<file path="config.mk">
export PLATFORM = sky130hd
export DESIGN_NAME = dram_cbr_refresh
export DESIGN_NICKNAME = d
export VERILOG_FILES = /design/src/rtl/dram_cbr_refresh.sv
export SDC_FILE = /design/constraint.sdc
export NUM_CORES = 1
export LEC_CHECK = 0
export BUFFER_PORTS_ARGS = -buffer_cell sky130_fd_sc_hd__buf_2
export CORE_MARGIN = 1.5
export CORE_UTILIZATION = 51
export CTS_CLUSTER_SIZE = 40
export DETAILED_ROUTE_END_ITERATION = 7
export PLACE_DENSITY = 0.76
export SETUP_SLACK_MARGIN = 0.05
export SYNTH_ARGS = -nofsm -noshare
export SYNTH_HDL_FRONTEND = slang
export SYNTH_SLANG_ARGS = --single-unit
</file>
<file path="constraint.sdc">
create_clock -name clk -period 2.5 [get_ports clk]
set_input_delay 0.375 -clock clk [delete_from_list [all_inputs] [get_ports clk]]
set_output_delay 0.375 -clock clk [all_outputs]
set_load 0.01 [all_outputs]
</file>
<file path="src/rtl/dram_cbr_refresh.sv">
module dram_cbr_refresh #(
  parameter int INIT_REFRESH = 8,
  parameter int T_CSR = 2,
  parameter int T_CHR = 2,
  parameter int T_RAS = 11,
  parameter int IW = 16,
  parameter int PW = 8,
  parameter int CW = 16
) (
  input  logic          clk,
  input  logic          rst_n,
  input  logic [IW-1:0] cfg_interval,
  input  logic [PW-1:0] cfg_precharge,
  input  logic          ref_gnt,
  output logic          ref_req,
  output logic          drv_en,
  output logic          ras_n,
  output logic          cas_n,
  output logic          we_n,
  output logic          ready,
  output logic [CW-1:0] ref_cnt,
  output logic          ovf
);

  localparam int PHW = PW + 1;
  localparam int INW = $clog2(INIT_REFRESH + 1);

  typedef enum logic [1:0] {S_IDLE, S_LEAD, S_STROBE, S_PRE} st_t;

  st_t            st;
  logic [PHW-1:0] ph;
  logic [INW-1:0] init_left;
  logic [IW-1:0]  tmr;
  logic           pending;

  wire want  = pending || !ready;
  wire start = (st == S_IDLE) && want && ref_gnt;
  wire tick  = ready && (tmr == cfg_interval - IW'(1));
  wire last  = (st == S_PRE) && (ph == {1'b0, cfg_precharge});

  assign ref_req = (st != S_IDLE) || want;
  assign drv_en  = (st != S_IDLE);
  assign ras_n   = (st != S_STROBE);
  assign cas_n   = !((st == S_LEAD) || ((st == S_STROBE) && (ph < PHW'(T_CHR))));
  assign we_n    = 1'b1;

  always_ff @(posedge clk) begin
    if (!rst_n) begin
      st        <= S_IDLE;
      ph        <= '0;
      init_left <= INW'(INIT_REFRESH);
      ready     <= 1'b0;
      tmr       <= '0;
      pending   <= 1'b0;
      ovf       <= 1'b0;
      ref_cnt   <= '0;
    end else begin
      case (st)
        S_IDLE:   if (start) begin st <= S_LEAD; ph <= '0; end
        S_LEAD:   if (ph == PHW'(T_CSR - 1)) begin st <= S_STROBE; ph <= '0; end
                  else ph <= ph + 1'b1;
        S_STROBE: if (ph == PHW'(T_RAS - 1)) begin st <= S_PRE; ph <= '0; end
                  else ph <= ph + 1'b1;
        S_PRE:    if (last) begin st <= S_IDLE; ph <= '0; end
                  else ph <= ph + 1'b1;
        default:  st <= S_IDLE;
      endcase
      if (last) begin
        if (init_left != '0) begin
          init_left <= init_left - 1'b1;
          if (init_left == INW'(1)) ready <= 1'b1;
        end else begin
          ref_cnt <= ref_cnt + 1'b1;
        end
      end
      if (ready) tmr <= tick ? '0 : tmr + 1'b1;
      pending <= tick || (pending && !start);
      if (tick && pending && !start) ovf <= 1'b1;
    end
  end

  logic [PHW-1:0] ras_low_len;
  always_ff @(posedge clk) begin
    if (!rst_n) ras_low_len <= '0;
    else if (!ras_n) ras_low_len <= ras_low_len + 1'b1;
    else ras_low_len <= '0;
  end

  p_grant_first_r2: assert property (@(posedge clk) disable iff (!rst_n)
    $rose(drv_en) |-> $past(ref_gnt && ref_req));
  p_hold_req_r2: assert property (@(posedge clk) disable iff (!rst_n)
    drv_en |-> ref_req);
  p_cas_lead_r3: assert property (@(posedge clk) disable iff (!rst_n)
    $fell(ras_n) |-> (!cas_n && $past(!cas_n)));
  p_cas_hold_r4: assert property (@(posedge clk) disable iff (!rst_n)
    $fell(ras_n) |=> !cas_n);
  p_ras_width_r4: assert property (@(posedge clk) disable iff (!rst_n)
    $rose(ras_n) |-> (ras_low_len == PHW'(T_RAS)));
  p_ready_sticky_r7: assert property (@(posedge clk) disable iff (!rst_n)
    ready |=> ready);
  p_ovf_sticky_r10: assert property (@(posedge clk) disable iff (!rst_n)
    ovf |=> ovf);
  p_count_step_r9: assert property (@(posedge clk) disable iff (!rst_n)
    (ref_cnt != $past(ref_cnt)) |-> (ref_cnt == $past(ref_cnt) + 1'b1) && $fell(drv_en));

endmodule

</file>
; ---- After elaboration in Yosys (flattened, before gate mapping)
; Index checks and enable logic that the tools add are counted.
[word_totals]
register_bits = 50
input_bits = 27
word_cells = 61
out_inout_bits = 23
[classes]
n_reduce_logical = 22
addsub = 5
mux = 11
n_lt_le_gt_ge = 1
eq_ne = 13
bitwise_logic = 1
[op_table]
columns = cell, count
row1 = 2-to-1 mux 9 bit, 4
row2 = one-hot mux 9 bit (4 select lines), 1
row3 = adder 16 x 1 -> 16 bit (second input constant), 2
row4 = equality test 16 bit, 1
row5 = 2-to-1 mux 16 bit, 1
row6 = subtractor 16 x 1 -> 16 bit (second input constant), 1
row7 = adder 9 x 1 -> 9 bit (second input constant), 1
row8 = equality test 9 x 1 -> 1 bit (second input constant), 1
row9 = equality test 9 x 4 -> 1 bit (second input constant), 1
row10 = equality test 9 x 8 -> 1 bit, 1
row11 = < comparator 9 x 2 -> 1 bit (second input constant), 1
row12 = logical AND 1 bit, 8
row13 = 2-to-1 mux 2 bit, 4
row14 = one-hot mux 2 bit (4 select lines), 1
row15 = != test 2 bit (second input constant), 3
row16 = equality test 2 bit (second input constant), 2
row17 = equality test 4 x 1 -> 1 bit (second input constant), 1
row18 = logical OR 1 bit, 4
row19 = != test 2 x 1 -> 1 bit (second input constant), 2
row20 = AND reduction 2 bit, 2
row21 = AND reduction 4 bit, 1
row22 = nonzero test 4 bit, 1
row23 = subtractor 4 x 1 -> 4 bit (second input constant), 1
row24 = logical NOT 1 bit, 3
row25 = 5 further kinds, 5

; ---- Longest topological paths before layout
[logic_depth]
word_depth = 7
mapped_depth = 11

; ---- Worst setup path after synthesis
; OpenSTA, ideal clock, no wires.
[synth_timing]
path_type = input-to-reg
startpoint = input port cfg_interval[0]
endpoint = register tmr[9]
setup_time_ns = 0.115
required_ns = 2.385
setup_slack_ns = -0.199
arrival_time_ns = 2.584
stages = 9
n_path_buf = 2
path_cell_list = buf_6 nor4_1 nand2_1 or3b_2 xnor2_1 or4_4 o21ai_4 buf_6 nor2_1
[synth_between]
elab_chain_cells = 4
[synth_lines]
columns = element, line
row1 = start: declaration, 12  ; input logic [IW-1:0] cfg_interval,
row2 = subtractor 16 x 1 -> 16 bit, 38  ; wire tick = ready && (tmr == cfg_interval - IW'(1));
row3 = equality test 16 bit, 38
row4 = logical AND 1 bit, 38
row5 = 2-to-1 mux 16 bit, 76  ; if (ready) tmr <= tick ? '0 : tmr + 1'b1;
row6 = end signal: assignment, 76
row7 = end: declaration, 33  ; logic [IW-1:0] tmr;
; Every way passes these cells.
; A chain may end at the register's enable or synchronous reset.

; ---- Worst setup path in the final report
[layout_timing]
startpoint = input port cfg_interval[8]
endpoint = register ovf
[layout_between]
elab_chain_cells = 5
[layout_lines]
columns = element, line
row1 = subtractor 16 x 1 -> 16 bit, 38
row2 = equality test 16 bit, 38
row3 = logical AND 1 bit, 38
row4 = logical AND 1 bit (2 in series), 78  ; if (tick && pending && !start) ovf <= 1'b1;
row5 = end signal: assignment, 55  ; ovf <= 1'b0;
row6 = end signal: assignment, 78
row7 = end: declaration, 22  ; output logic ovf
; Every way passes these cells.

==> reports/metrics.csv <==
metric;value;unit
outcome;complete, no violations;
drt_iter0_drc;97;
slew_viol_final;0;
cap_violations;0;
grtUsageTotal;21.7;%
synth_top_cell_by_area;dfxtp_1;
htree_levels;2;
final-seq-area;1000;sq um
grt_max_degree;31;
antenna_found_initial;0;
met2_length;3000;um
post-dp-hpwl;4710;um
p_leak;1.58;nW
yosys.cell_types.count;48;
totalWireLength;6280;um
yosysTopAreaCellShare;33.7;%
rsz0062_at_grt;true;
final.period_utilization;95.6;%
insertion_delay;0.30;ns
nNetsFinal;461;
synth_cells;349;
p_switching;0.562;mW
cts.sink_count;50;
cts_hold_buf;0;
max_freq;419;MHz
cts_buffers;5;
avgSynthCellArea;8.50;sq um
final_cell_mix;50 x dfxtp_1, 47 x buf_2, 35 x nor2_1, 35 x xnor2_1, 33 x xor2_1;
crit_arrival;2.64;ns
die_h;79.3;um
peakVddDrop;0.000704;V
internal_power;1.47;mW
crit_buf_inv;2;
endpoint_kind;flop;
wl_per_cell;12.7;um
design.core.area;5570;sq um
grt_pass1_wl;10900;um
syn_area;2970;sq um
slew_headroom;62.2;%
clockBufferDepth;2;
multi_input_area;1880;sq um
post_cts_buffers;0;
tightest_slew;0.563;ns
seq_power_share;42.2;%
synth-edff-count;0;
drt-met1-wl;2940;um
n_antenna_cell;0;
pwr-share-comb;23.7;%
critPathLaunchType;input port;
grt_pass1_vias;2503;
final_hold_viol_count;0;
fin_area;3630;sq um
worstPathMaxFanout;2;
ant_nets;0;
synthTopCellsByArea;dfxtp_1 34%, xnor2_1 10%, xor2_1 9.7%;
skew;0.00632;ns
max_stage_delay;0.53;ns
avgViaCountPerCell;5.20;
layout_commonest_cell;dfxtp_1;
switching_share;27.7;%
dieArea;6280;sq um
dr.pass1.iters;4;
via_count;2568;
fin_util;65.2;%
portBuffers;48;
core.rowCount;27;
ys_seq_area_share;33.7;%
yosysWarningCount;0;
place_congestion;0.817;
synthesis.nets;389;
required;2.75;ns
clockPowerShare;34.1;%
hold_path.class;input port to flop;
powerDensity;558;nW/um^2
start_util;53.2;%
finalSetupViolCount;0;
drive_above_1_share;22.0;%
io_pins;50;
grt-ovfl-total;0;
top_layer;met4;
worst-setup-path-type;input port to flop;
cts_tree;yes;
drc;0;
holdWs;0.420;ns
cp_top_family;simple AND/OR/NAND/NOR gates;
setup_tns;0;ns
placed_area;3480;sq um
fillers;478;
crit_top_cell;or4_4;
ys_ff_latch;50;
die_w;79.3;um
wl_met3;252;um
area_growth;22.5;%
cpMaxStageDelayCell;or4_4;
min_period;2.39;ns
synth-async-reset-ratio;0;%
cts_root_buf;clkbuf_8;
crit_path_cell_trace;buf_2 > or4_4 > nor3_2 > or3b_4 > xnor2_1 > or4_4 > buf_4 > nor2_1 > a22o_1;
path_clk_slew;0.08;ns
synthFlopType;dfxtp_1;
-- cell usage after synthesis (4+ instances only) --
| cell type | number |
|---|---|
| a21oi_1 | 4 |
| and2_1 | 18 |
| and3_1 | 11 |
| and4_1 | 5 |
| clkbuf_1 | 8 |
| dfxtp_1 | 50 |
| ha_1 | 13 |
| inv_1 | 12 |
| nand2_1 | 30 |
| nand2b_1 | 4 |
| nand3_1 | 14 |
| nand4_1 | 11 |
| nor2_1 | 35 |
| nor2b_1 | 6 |
| nor3_1 | 8 |
| nor4_1 | 5 |
| o21ai_0 | 5 |
| xnor2_1 | 35 |
| xor2_1 | 33 |
-- worst min-delay path: stages --
cell	delay [ns]
buf_2	0.09
a21oi_1	0.08
a21o_1	0.14
-- kinds of logic (layout without fill, tap and decap cells) --
family | Yosys count | in the layout | synth area share (%)
buffers and inverters | 24 | 97 | 3.71
XOR/XNOR | 68 | 68 | 20.1
AND/OR/NAND/NOR | 160 | 160 | 28.6
AO/OA/AOI/OAI | 31 | 31 | 7.59
other | 1 | 1 | 0.126
flip-flops | 50 | 50 | 33.7
adder cells (fa/ha/maj) | 13 | 13 | 5.48
multiplexers | 2 | 2 | 0.675
-- final timing paths --
kind	startpoint	endpoint	slack [ns]	cells past startpoint
setup / recovery	cfg_interval[8]	ovf	0.11	9
hold / removal	ref_gnt	pending	0.42	3
setup reg to reg	st[0]	ph[1]	0.36	7
hold reg to reg	ovf	ovf	0.49	1
-- registers in the layout (all words and copies together) (netlist names) --
name / count
ready: 1
ph: 9
tmr: 16
pending: 1
st: 2
ref_cnt: 16
ovf: 1
init_left: 4
-- cell type report --
| class | count | area share, % |
|---|---|---|
| clock buffers | 6 | 2.27 |
| clock inverters | 2 | 1.65 |
| inverters | 12 | 1.24 |
| multi-input cells | 275 | 51.8 |
| flip-flops and latches | 50 | 27.5 |
| well taps | 72 | 2.48 |
| repair buffers | 77 | 13.0 |
-- what timing repair did --
item / 4_1_cts / 5_1_grt
endpoints found under the hold margin: 0 / 0
setup endpoints to repair: 0 / 17
resized for setup: 0 / 4
-- routing by layer --
layer / up-vias / track usage, %
li1: 1323 / -
met4: 0 / 5.96
met5: - / 0
met2: 47 / 36.9
met1: 1188 / 27.5
met3: 10 / 4.83
-- metrics by stage --
stage	setup WS, ns	cells	total power [mW]
floorplan	-0.0562	349	1.17
global placement	-0.179	486	1.33
detailed placement	-0.232	486	1.34
CTS	0.0842	494	2.04
global route	0.0434	494	2.14
finish	0.111	494	2.03
-- power by group through the flow --
stage / combinational [mW] / sequential [mW] / clock, mW
floorplan: 0.304 / 0.865 / 0
global placement: 0.455 / 0.872 / 0
detailed placement: 0.468 / 0.874 / 0
CTS: 0.478 / 0.855 / 0.710
global route: 0.541 / 0.859 / 0.735
finish: 0.480 / 0.855 / 0.693
No activity file was read; power rests on OpenSTA's default activity.
